### src/rtl/gpio_strap_pkg.sv
package gpio_strap_pkg;
    localparam int REG_AW = 2;

    typedef enum logic [REG_AW-1:0] {
        SEL_DATA = 2'd0,
        SEL_DIR  = 2'd1,
        SEL_FSEL = 2'd2,
        SEL_NONE = 2'd3
    } reg_sel_e;
endpackage

### src/rtl/gpio_sync.sv
module gpio_sync #(
    parameter int W      = 8,
    parameter int STAGES = 2
) (
    input  logic         clk,
    input  logic         rst_n,
    input  logic [W-1:0] async_in,
    output logic [W-1:0] sync_out
);
    logic [STAGES-1:0][W-1:0] stage_d, stage_q;

    always_comb begin
        stage_d[0] = async_in;
        for (int s = 1; s < STAGES; s++) begin
            stage_d[s] = stage_q[s-1];
        end
    end

    always_ff @(posedge clk or negedge rst_n) begin
        if (!rst_n) begin
            stage_q <= '0;
        end else begin
            stage_q <= stage_d;
        end
    end

    assign sync_out = stage_q[STAGES-1];
endmodule

### src/rtl/gpio_regs.sv
module gpio_regs
    import gpio_strap_pkg::*;
#(
    parameter int PIN_W = 8
) (
    input  logic             clk,
    input  logic             rst_n,
    input  logic             strap_n,
    input  logic             wen,
    input  reg_sel_e         sel,
    input  logic [PIN_W-1:0] wdata,
    output logic [PIN_W-1:0] out_q,
    output logic [PIN_W-1:0] dir_q,
    output logic [PIN_W-1:0] fsel_q,
    output logic             boot_pending
);
    typedef struct packed {
        logic [PIN_W-1:0] outl;
        logic [PIN_W-1:0] dir;
        logic [PIN_W-1:0] fsel;
        logic             boot;
    } regs_t;

    regs_t st_d, st_q;

    always_comb begin
        st_d = st_q;
        // strap sampled only on the first edge after reset release
        if (st_q.boot) begin
            st_d.fsel = strap_n ? '0 : '1;
            st_d.boot = 1'b0;
        end
        // register writes come later so they override the strap
        if (wen) begin
            unique case (sel)
                SEL_DATA: st_d.outl = wdata;
                SEL_DIR:  st_d.dir  = wdata;
                SEL_FSEL: st_d.fsel = wdata;
                default:  ;
            endcase
        end
    end

    always_ff @(posedge clk or negedge rst_n) begin
        if (!rst_n) begin
            st_q.outl <= '0;
            st_q.dir  <= '0;
            st_q.fsel <= '0;
            st_q.boot <= 1'b1;
        end else begin
            st_q <= st_d;
        end
    end

    assign out_q        = st_q.outl;
    assign dir_q        = st_q.dir;
    assign fsel_q       = st_q.fsel;
    assign boot_pending = st_q.boot;
endmodule

### src/rtl/gpio_pinmux.sv
module gpio_pinmux #(
    parameter int PIN_W = 8
) (
    input  logic [PIN_W-1:0] out_q,
    input  logic [PIN_W-1:0] dir_q,
    input  logic [PIN_W-1:0] fsel_q,
    input  logic [PIN_W-1:0] ext_bits,
    input  logic [PIN_W-1:0] pad_sync,
    output logic [PIN_W-1:0] pad_out,
    output logic [PIN_W-1:0] pad_oe,
    output logic [PIN_W-1:0] data_rd
);
    for (genvar i = 0; i < PIN_W; i++) begin : g_pin
        always_comb begin
            if (fsel_q[i]) begin
                pad_oe[i]  = 1'b1;
                pad_out[i] = ext_bits[i];
            end else begin
                pad_oe[i]  = dir_q[i];
                pad_out[i] = out_q[i];
            end
            data_rd[i] = dir_q[i] ? out_q[i] : pad_sync[i];
        end
    end
endmodule

### src/rtl/gpio_strap_port.sv
module gpio_strap_port
    import gpio_strap_pkg::*;
#(
    parameter int PIN_W       = 8,
    parameter int SYNC_STAGES = 2
) (
    input  logic              clk,
    input  logic              rst_n,
    input  logic              strap_n,
    input  logic              reg_wen,
    input  logic [REG_AW-1:0] reg_addr,
    input  logic [PIN_W-1:0]  reg_wdata,
    output logic [PIN_W-1:0]  reg_rdata,
    input  logic [PIN_W-1:0]  pad_in,
    output logic [PIN_W-1:0]  pad_out,
    output logic [PIN_W-1:0]  pad_oe,
    input  logic [PIN_W-1:0]  ext_addr_hi
);
    reg_sel_e         sel;
    logic [PIN_W-1:0] out_q, dir_q, fsel_q, pad_sync, data_rd;
    logic             boot_pending;

    assign sel = reg_sel_e'(reg_addr);

    gpio_sync #(.W(PIN_W), .STAGES(SYNC_STAGES)) u_sync (
        .clk      (clk),
        .rst_n    (rst_n),
        .async_in (pad_in),
        .sync_out (pad_sync)
    );

    gpio_regs #(.PIN_W(PIN_W)) u_regs (
        .clk          (clk),
        .rst_n        (rst_n),
        .strap_n      (strap_n),
        .wen          (reg_wen),
        .sel          (sel),
        .wdata        (reg_wdata),
        .out_q        (out_q),
        .dir_q        (dir_q),
        .fsel_q       (fsel_q),
        .boot_pending (boot_pending)
    );

    gpio_pinmux #(.PIN_W(PIN_W)) u_mux (
        .out_q    (out_q),
        .dir_q    (dir_q),
        .fsel_q   (fsel_q),
        .ext_bits (ext_addr_hi),
        .pad_sync (pad_sync),
        .pad_out  (pad_out),
        .pad_oe   (pad_oe),
        .data_rd  (data_rd)
    );

    always_comb begin
        unique case (sel)
            SEL_DATA: reg_rdata = data_rd;
            SEL_DIR:  reg_rdata = dir_q;
            SEL_FSEL: reg_rdata = fsel_q;
            default:  reg_rdata = '0;
        endcase
    end
endmodule

### config.mk
export PLATFORM = sky130hd
export DESIGN_NAME = gpio_strap_port
export DESIGN_NICKNAME = d
export VERILOG_FILES = /design/src/rtl/gpio_strap_pkg.sv /design/src/rtl/gpio_sync.sv /design/src/rtl/gpio_regs.sv /design/src/rtl/gpio_pinmux.sv /design/src/rtl/gpio_strap_port.sv
export SDC_FILE = /design/constraint.sdc
export NUM_CORES = 1
export LEC_CHECK = 0
export BUFFER_PORTS_ARGS = -buffer_cell sky130_fd_sc_hd__buf_2
export CAP_MARGIN = 20
export CORE_MARGIN = 2
export CORE_UTILIZATION = 50
export DETAILED_ROUTE_END_ITERATION = 7
export HOLD_SLACK_MARGIN = 0.15
export PLACE_DENSITY = 0.78
export RECOVER_POWER = 50
export REMOVE_ABC_BUFFERS = 1
export SYNTH_ARGS = -nofsm -noshare
export SYNTH_HDL_FRONTEND = slang
export SYNTH_SLANG_ARGS = --single-unit
### constraint.sdc
create_clock -name clk -period 1.35 [get_ports clk]
set_input_delay 0.0675 -clock clk [delete_from_list [all_inputs] [get_ports clk]]
set_output_delay 0.0675 -clock clk [all_outputs]
set_load 0.05 [all_outputs]
==> impl_metrics.json, run 1 <==
{
  "via_per_inst": 5.29,
  "synth_top_area_share_pct": 57.0,
  "fmax_ghz": 0.729,
  "port_buffers": 53,
  "ys_seq_area_share_pct": 58.5,
  "cp-start-kind": "register",
  "grt_pass1_wl_um": 7300,
  "drt_iter0_markers": 86,
  "finalHoldViolCount": 0,
  "post-route-cell-area_mm2": 0.00262,
  "cp-end-kind": "primary output",
  "min_path_type": "in -> reg",
  "critPathArrivalTime_ns": 1.30,
  "crit_family": "flip-flops",
  "post-place-ws_ns": 0.197,
  "first_global_vias": 1575,
  "syn_inst": 143,
  "clock_path_buffers": 2,
  "slew_headroom_pct": 34.7,
  "cts_tree": "done",
  "status": "finished with violations",
  "placed_area_mm2": 0.00209,
  "p_total_mw": 3.39,
  "die_width_um": 63.3,
  "diodes": 0,
  "finalSetupViolCount": 3,
  "worstPathRequired_ns": 1.28,
  "drv_cap": 0,
  "hold_path_depth": 3,
  "fin_ws_ns": -0.0212,
  "path_class": "reg -> out",
  "num_vias": 1476,
  "grt.overflow.total": 0,
  "cts_buffers": 5,
  "gp_congestion": 0.767,
  "utilization_pct": 77.8,
  "area_delta_synth_final_pct": 49.1,
  "r2r_start": "u_regs.boot_pending$_DFF_PN1_",
  "antenna_found_initial": 0,
  "drc": 0,
  "ys.warnings.count": 0,
  "synth_top_area_cell": "dfrtp_1",
  "placed_cells": 244,
  "syn_avg_cell_area_um2": 12.3,
  "ant_nets": 0,
  "r2r_end": "u_regs.fsel_q[2]$_DFF_PN0_",
  "whs_ns": 0.201,
  "cp_slowest_cell": "dfrtp_2",
  "failed_checks": "negative setup slack",
  "finalNetCount": 262,
  "dieHeight_um": 63.3,
  "worstPathMaxFanout": 4,
  "fin_crit_sh_pct": 102,
  "wl_per_cell_um": 16.0,
  "fin_cells": 279,
  "finalSetupTns_ns": -0.0294,
  "hold-path-endpoint": "u_regs.dir_q[0]$_DFFE_PN0P_",
  "syn-cell-area_mm2": 0.00176,
  "reg2reg_depth": 3,
  "grtUsageTotal_pct": 24.0,
  "critical_path.startpoint": "u_regs.fsel_q[1]$_DFF_PN0_",
  "path_clk_slew_ns": 0.13,
  "dpl.hpwl_um": 2800,
  "pin_count": 54,
  "grt_max_degree": 42,
  "cts_sinks": 41,
  "dieArea_mm2": 0.00400,
  "maxSlewViolCount": 0,
  "initial_core_util_pct": 52.2,
  "rsz0062_at_grt": "true",
  "hp-start": "reg_wen",
  "rows": 21,
  "reg2reg_slack_ns": 0.22,
  "powerDensity_mw_per_mm2": 1300,
  "tightest_slew_ns": 0.979,
  "crit_chain": "mux2_4 > buf_6",
  "ys_ff_latch": 41,
  "path_buf_inv": 1,
  "synthDistinctLibCells": 21,
  "dr.pass1.iters": 4,
  "p_leak_nw": 1.23,
  "routed_wirelength_um": 4460,
  "h-tree-depth": 2,
  "skew_ns": 0.0101,
  "layout-drive-gt1-share_pct": 50.6,
  "synthTopCellsByArea": "dfrtp_1 (57%), mux2_2 (15%), a32oi_1 (4.0%)",
  "clk_latency_ns": 0.35,
  "slowest_delay_ns": 0.47,
  "cts_root_buffer": "clkbuf_4",
  "irDropWorstVdd_mv": 0.910,
  "fin_crit_ns": 1.37,
  "coreArea_mm2": 0.00336
}
-- repair_timing --
action | 4_1_cts | 5_1_grt
setup endpoints to repair | 17 | 24
resized for setup | 38 | 42
buffers inserted | 5 | 4
hold buffers | 18 | 0
pin swaps | 0 | 7
endpoints found under the hold margin | 73 | 0
-- tightest hold or removal path, cell delays in order --
cell	delay, ns
buf_2	0.13
nand3_4	0.16
mux2_2	0.17
-- where the power goes --
| group | internal (mW) | total (mW) | switching (mW) |
|---|---|---|---|
| logic | 0.582 | 1.29 | 0.703 |
| clock network | 0.197 | 0.594 | 0.398 |
| registers | 1.38 | 1.51 | 0.138 |
-- state kept, by name, summed over array words and instances (netlist names) --
register             cells
u_sync.stage_d           8
u_regs.fsel_q            8
u_regs.out_q             8
u_sync.sync_out          8
u_regs.dir_q             8
u_regs.boot_pending      1
-- layout by cell type, fill, tap and decap left out, drive strengths merged --
cell         Yosys  layout
and3b            1       1
nor3b            1       1
dlygate4sd3      0      18
o21ai           14      14
or2              8       8
nor2             1       1
a21oi            2       2
buf              4      66
mux2            24      24
nand2           17      17
nand3            1       1
inv             10      10
clkbuf           0       7
dfrtp           40      40
dfstp            1       1
clkinvlp         0       1
conb             1       1
o211ai           8       8
clkinv           0       2
a32oi            8       8
nor2b            2       2
-- logic make-up (layout without fill, tap and decap cells) --
| kind of cell | Yosys count | after routing | share of synthesized area (%) |
|---|---|---|---|
| compound gates | 32 | 32 | 12.0 |
| buf+inv | 14 | 104 | 3.92 |
| flops | 41 | 41 | 58.5 |
| mux | 24 | 24 | 15.4 |
| other cells | 1 | 1 | 0.214 |
| simple gates | 31 | 31 | 9.98 |
-- metal layers --
metal / routed length [µm] / GRT usage (%)
met5: 0 / 0
met4: 65 / 8.42
met2: 2410 / 43.2
met3: 229 / 6.43
met1: 1760 / 27.3
-- layout make-up --
type / count / area [µm²]
sequential: 41 / 1030
multi-input combinational: 88 / 714
tap: 46 / 57.6
timing repair buffer: 86 / 719
inverter: 10 / 37.5
fill: 243 / 746
clock inverter: 3 / 17.5
clock buffer: 5 / 37.5
-- synthesized netlist by cell type --
| master | n |
|---|---|
| conb_1 | 1 |
| inv_1 | 9 |
| nand2_1 | 17 |
| or2_2 | 8 |
| inv_2 | 1 |
| a32oi_1 | 8 |
| and3b_1 | 1 |
| mux2_2 | 24 |
| o21ai_1 | 2 |
| buf_1 | 1 |
| o211ai_1 | 8 |
| a21oi_1 | 2 |
| dfstp_2 | 1 |
| nand3_4 | 1 |
| buf_6 | 2 |
| dfrtp_1 | 40 |
| buf_2 | 1 |
| nor2b_1 | 2 |
| o21ai_0 | 12 |
| nor2_1 | 1 |
| nor3b_4 | 1 |
-- worst max-delay path by stage --
stage,end,cells after the start
final,pad_out[1],2
after global routing,reg_rdata[7],4
after CTS,pad_oe[1],2
after detailed placement,u_regs.fsel_q[2]$_DFF_PN0_,3
after global placement,u_regs.out_q[5]$_DFFE_PN0P_,4
after floorplan,u_regs.fsel_q[7]$_DFF_PN0_,3
No activity file was read; power rests on OpenSTA's default activity.
==> run 2: changes to the inputs <==
Settings changed: BUFFER_PORTS_ARGS -buffer_cell sky130_fd_sc_hd__buf_2 to not set, CORE_UTILIZATION 50 to 40, DONT_BUFFER_PORTS set to 1, PLACE_DENSITY 0.78 to not set.
==> run 2 against run 1 <==
The flow now finishes without violations. Via count is 17% lower. Maximum frequency is 8.1% higher. Combinational power decreased by 20%. Sequential share of layout area is 6.2 points higher. Sequential cell count unchanged. Setup slack better by 0.10 ns. Clock skew down 0.0072 ns. Final cell count down 18%. Count of clock-buffer cells in the layout grew 3. Die area grew 23%. Largest cell class unchanged. Highest routed layer unchanged.
==> impl_metrics.json, run 2 (synthesis gave the netlist of run 1 again) <==
{
  "area_delta_synth_final_pct": 28.2,
  "grt_pass1_wl_um": 6530,
  "fin_crit_sh_pct": 93.9,
  "dpl.hpwl_um": 2640,
  "mostFrequentLayoutCells": "dfrtp_1 (40), mux2_2 (24), dlygate4sd3_1 (20)",
  "skew_ns": 0.00296,
  "path_clk_slew_ns": 0.07,
  "critical_path.startpoint": "u_regs.dir_q[0]$_DFFE_PN0P_",
  "min_path_type": "in -> reg",
  "clk_latency_ns": 0.29,
  "r2r_end": "u_regs.fsel_q[2]$_DFF_PN0_",
  "final_common_cell": "dfrtp_1",
  "layout-drive-gt1-share_pct": 29.2,
  "placed_cells": 201,
  "worstPathRequired_ns": 1.28,
  "crit_end": "reg_rdata[0]",
  "powerDensity_mw_per_mm2": 1460,
  "tightest_slew_ns": 1.00,
  "hp-start": "reg_addr[1]",
  "r2r_start": "u_regs.boot_pending$_DFF_PN1_",
  "finalNetCount": 207,
  "irDropWorstVdd_mv": 0.652,
  "cts_sinks": 41,
  "routed_wirelength_um": 4080,
  "gp_congestion": 0.736,
  "drt_iter0_markers": 39,
  "grt_max_degree": 42,
  "cts_root_buffer": "clkbuf_8",
  "grt.overflow.total": 0,
  "ant_nets": 0,
  "cts_tree": "done",
  "clock_path_buffers": 2,
  "antenna_found_initial": 0,
  "cts_resized": 0,
  "port_buffers": 0,
  "postCtsSetupRepairBufs": 0,
  "diodes": 0,
  "critPathArrivalTime_ns": 1.20,
  "status": "completed",
  "pin_count": 54,
  "num_vias": 1228,
  "dieHeight_um": 70.2,
  "wl_per_cell_um": 17.7,
  "fin_crit_ns": 1.27,
  "path_class": "reg -> out",
  "drv_cap": 0,
  "rows": 24,
  "rsz0062_at_grt": "true",
  "drc": 0,
  "slew_headroom_pct": 33.2,
  "fmax_ghz": 0.789,
  "maxSlewViolCount": 0,
  "worstPathMaxFanout": 4,
  "finalSetupViolCount": 0,
  "cp-end-kind": "primary output",
  "dr.pass1.iters": 4,
  "die_width_um": 70.2,
  "finalSetupTns_ns": 0,
  "h-tree-depth": 2,
  "via_per_inst": 5.34,
  "cts_buffers": 5,
  "dieArea_mm2": 0.00493,
  "reg2reg_depth": 3,
  "coreArea_mm2": 0.00429,
  "finalHoldViolCount": 0,
  "grtUsageTotal_pct": 17.5,
  "cp-start-kind": "register",
  "first_global_vias": 1309,
  "fin_cells": 230,
  "p_total_mw": 3.28,
  "initial_core_util_pct": 40.9,
  "p_leak_nw": 0.965,
  "reg2reg_slack_ns": 0.16
}
run 2: changes by cell type in the layout (fill, tap and decap cells not counted), moves of 4 or more:
cell      previous run  this run
mux2_2              16        24
clkbuf_8             0         5
buf_12               0         8
buf_8                4         0
dfrtp_1             35        40
or2_2                1         8
mux2_4               8         0
or2_4                7         0
buf_2               28         0
clkbuf_4             5         0
dfrtp_2              5         0
buf_4               14         2
buf_6               20         0
run 2: area by class of cell:
type / instances / area [µm²]
clock buffer: 8 / 80.1
fill: 375 / 2040
inverter: 10 / 37.5
multi-input combinational: 88 / 659
sequential: 41 / 1030
tap: 52 / 65.1
timing repair buffer: 31 / 380
run 2: worst min-delay path by stage:
stage / to / depth (start not counted)
finish: u_regs.out_q[7]$_DFFE_PN0P_ / 3
global route: u_regs.out_q[7]$_DFFE_PN0P_ / 3
CTS: u_regs.out_q[7]$_DFFE_PN0P_ / 3
detailed placement: u_regs.out_q[3]$_DFFE_PN0P_ / 0
global placement: u_sync.sync_out[3]$_DFF_PN0_ / 0
floorplan: u_regs.dir_q[0]$_DFFE_PN0P_ / 0
run 2: layer usage:
metal  vias to the layer above  track usage, %  routed length (µm)
met5                         -               0                   0
met2                        48            29.8                2090
met3                         6            6.20                 253
met4                         0            5.77                  55
li1                        569               -                   -
met1                       605            20.5                1680
run 2: timing repair:
item / 4_1_cts / 5_1_grt
setup endpoints to repair: 0 / 3
hold buffers: 21 / 0
endpoints found under the hold margin: 73 / 0
run 2: metrics by stage:
step	instance area (µm²)	setup WS, ns	util (%)	hold WS (ns)
after global placement	1960	0.134	45.7	-0.226
after global routing	2250	-0.0261	52.4	0.186
after CTS	2260	0.0715	52.7	0.182
final	2250	0.0821	52.4	0.190
after floorplan	1720	0.393	-	-0.228
after detailed placement	1960	0.167	45.7	-0.227
run 2: worst max-delay path, cell delays in order (launching register included):
cell and delay [ns]:
dfrtp_1 0.39, inv_1 0.06, a32oi_1 0.17, nand2_1 0.12, buf_12 0.17
run 2: power breakdown:
group          internal [mW]  switching [mW]  total [mW]
registers               1.37           0.120        1.49
clock network          0.367           0.394       0.762
logic                  0.380           0.647        1.03
==> run 3: changes to the inputs <==
Settings changed: PLACE_DENSITY set to 0.56.
==> run 3 against run 2 <==
Maximum frequency grew 0.38%. Sequential cell count unchanged. Largest cell class unchanged. Critical path depth unchanged. Via count is 0.49% lower. Final cell count increased by 0.43%. Die area did not move. Highest routed layer unchanged. Non-clock buffer count up 1. Sequential power about the same. Global-route usage grew 0.26 points.
==> impl_metrics.json, run 3 (synthesis gave the netlist of run 1 again) <==
{
  "status": "completed",
  "critPathArrivalTime_ns": 1.20,
  "h-tree-depth": 2,
  "hold-path-endpoint": "u_regs.out_q[5]$_DFFE_PN0P_",
  "p_leak_nw": 1.00,
  "dieArea_mm2": 0.00493,
  "finalHoldViolCount": 0,
  "fin_ws_ns": 0.0869,
  "layout-drive-gt1-share_pct": 31.8,
  "grt.overflow.total": 0,
  "maxSlewViolCount": 0,
  "antenna_found_initial": 0,
  "final_common_cell": "dfrtp_1",
  "dr.pass1.iters": 4,
  "diodes": 0,
  "reg2reg_slack_ns": 0.26,
  "rows": 24,
  "gp_congestion": 0.791,
  "initial_core_util_pct": 40.9,
  "r2r_start": "u_regs.boot_pending$_DFF_PN1_",
  "drv_cap": 0,
  "rsz0062_at_grt": "true",
  "grt_max_degree": 42,
  "crit_family": "flip-flops",
  "die_width_um": 70.2,
  "reg2reg_depth": 3,
  "mostFrequentLayoutCells": "dfrtp_1 (40), mux2_2 (24), dlygate4sd3_1 (20)",
  "placed_area_mm2": 0.00197,
  "cts_root_buffer": "clkbuf_8",
  "cp-start-kind": "register",
  "slew_headroom_pct": 33.4,
  "cts_sinks": 41,
  "crit_chain": "inv_1 > a32oi_1 > nand2_1 > buf_12",
  "fin_crit_sh_pct": 93.6,
  "area_delta_synth_final_pct": 32.1,
  "worstPathRequired_ns": 1.28,
  "fmax_ghz": 0.792,
  "grt_pass1_wl_um": 6550,
  "powerDensity_mw_per_mm2": 1580,
  "finalSetupViolCount": 0,
  "drt_iter0_markers": 86,
  "via_per_inst": 5.29,
  "num_vias": 1222,
  "postCtsSetupRepairBufs": 0,
  "routed_wirelength_um": 3900,
  "post-place-ws_ns": 0.251,
  "path_clk_slew_ns": 0.08,
  "irDropWorstVdd_mv": 0.793,
  "tightest_slew_ns": 0.999,
  "finalNetCount": 208,
  "clock_path_buffers": 2,
  "clk_latency_ns": 0.29,
  "whs_ns": 0.220,
  "path_class": "reg -> out",
  "routed.top_layer": "met4",
  "path_buf_inv": 2,
  "first_global_vias": 1283,
  "dpl.hpwl_um": 2700,
  "grtUsageTotal_pct": 17.7,
  "cts_tree": "done",
  "dieHeight_um": 70.2,
  "met2WireLength_um": 1960,
  "cp_slowest_cell": "dfrtp_1",
  "r2r_end": "u_regs.fsel_q[1]$_DFF_PN0_",
  "slowest_delay_ns": 0.39,
  "worstPathMaxFanout": 4,
  "port_buffers": 0,
  "hp-start": "reg_addr[1]",
  "pin_count": 54,
  "wl_per_cell_um": 16.9,
  "hold_path_depth": 3,
  "cts_buffers": 5,
  "ant_nets": 0,
  "skew_ns": 0.00693,
  "coreArea_mm2": 0.00429,
  "wl_met3_um": 238,
  "drc": 0,
  "cp-end-kind": "primary output",
  "fin_crit_ns": 1.26,
  "min_path_type": "in -> reg",
  "post-route-cell-area_mm2": 0.00232,
  "wl_met1_um": 1650
}
==> run 3: cell types whose count changed in the layout (fill, tap and decap cells not counted) <==
cell	delta
a32oi_1	-1
clkbuf_1	-3
a32oi_2	+1
buf_4	+1
bufinv_16	+2
clkinv_2	+1
==> run 3: per-stage QoR <==
| stage | util [%] | setup TNS [ns] | instances | total power, mW |
|---|---|---|---|---|
| 2_1_floorplan | - | 0 | 139 | 2.20 |
| 3_3_place_gp | 45.9 | 0 | 202 | 2.44 |
| 3_5_place_dp | 45.9 | 0 | 202 | 2.47 |
| 4_1_cts | 54.2 | 0 | 231 | 3.72 |
| 5_1_grt | 54.0 | -0.0172 | 231 | 3.84 |
| 6_report | 54.0 | 0 | 231 | 3.67 |
==> run 3: worst max-delay path by stage <==
stage                                        from                          to  cells past startpoint
global placement                      reg_addr[1]                reg_rdata[4]                      4
floorplan           u_regs.boot_pending$_DFF_PN1_  u_regs.fsel_q[7]$_DFF_PN0_                      3
CTS                    u_regs.fsel_q[7]$_DFF_PN0_                reg_rdata[7]                      3
detailed placement                    reg_addr[1]                reg_rdata[7]                      4
finish                u_regs.dir_q[7]$_DFFE_PN0P_                reg_rdata[7]                      4
global route          u_regs.dir_q[7]$_DFFE_PN0P_                reg_rdata[7]                      4
==> run 3: cell type report <==
type | instances | area [µm²]
fillers | 385 | 1980
clock buffers | 5 | 68.8
repair buffers | 32 | 388
well taps | 52 | 65.1
inverters | 10 | 37.5
clock inverters | 3 | 65.1
multi-input cells | 88 | 667
flip-flops and latches | 41 | 1030
==> run 3: timing repair <==
action,4_1_cts,5_1_grt
gates resized for setup,0,1
hold buffers,21,0
hold endpoints to repair,73,0
setup endpoints to repair,0,2
==> run 3: power breakdown <==
part	leakage, nW	internal, mW	switching [mW]	total [mW]
clock network	0.0681	0.734	0.416	1.15
registers	0.480	1.37	0.119	1.49
logic	0.453	0.384	0.645	1.03
total	1.00	2.49	1.18	3.67
==> run 3: per-layer routing <==
metal,vias up,global-route usage (%)
met5,-,0
met4,0,6.20
met3,7,6.06
met2,33,28.7
met1,608,22.1
li1,574,-
==> run 3: tightest hold or removal path, cell delays in order <==
cell     delay (ns)
nor3b_4        0.02
buf_4          0.17
mux2_2         0.22
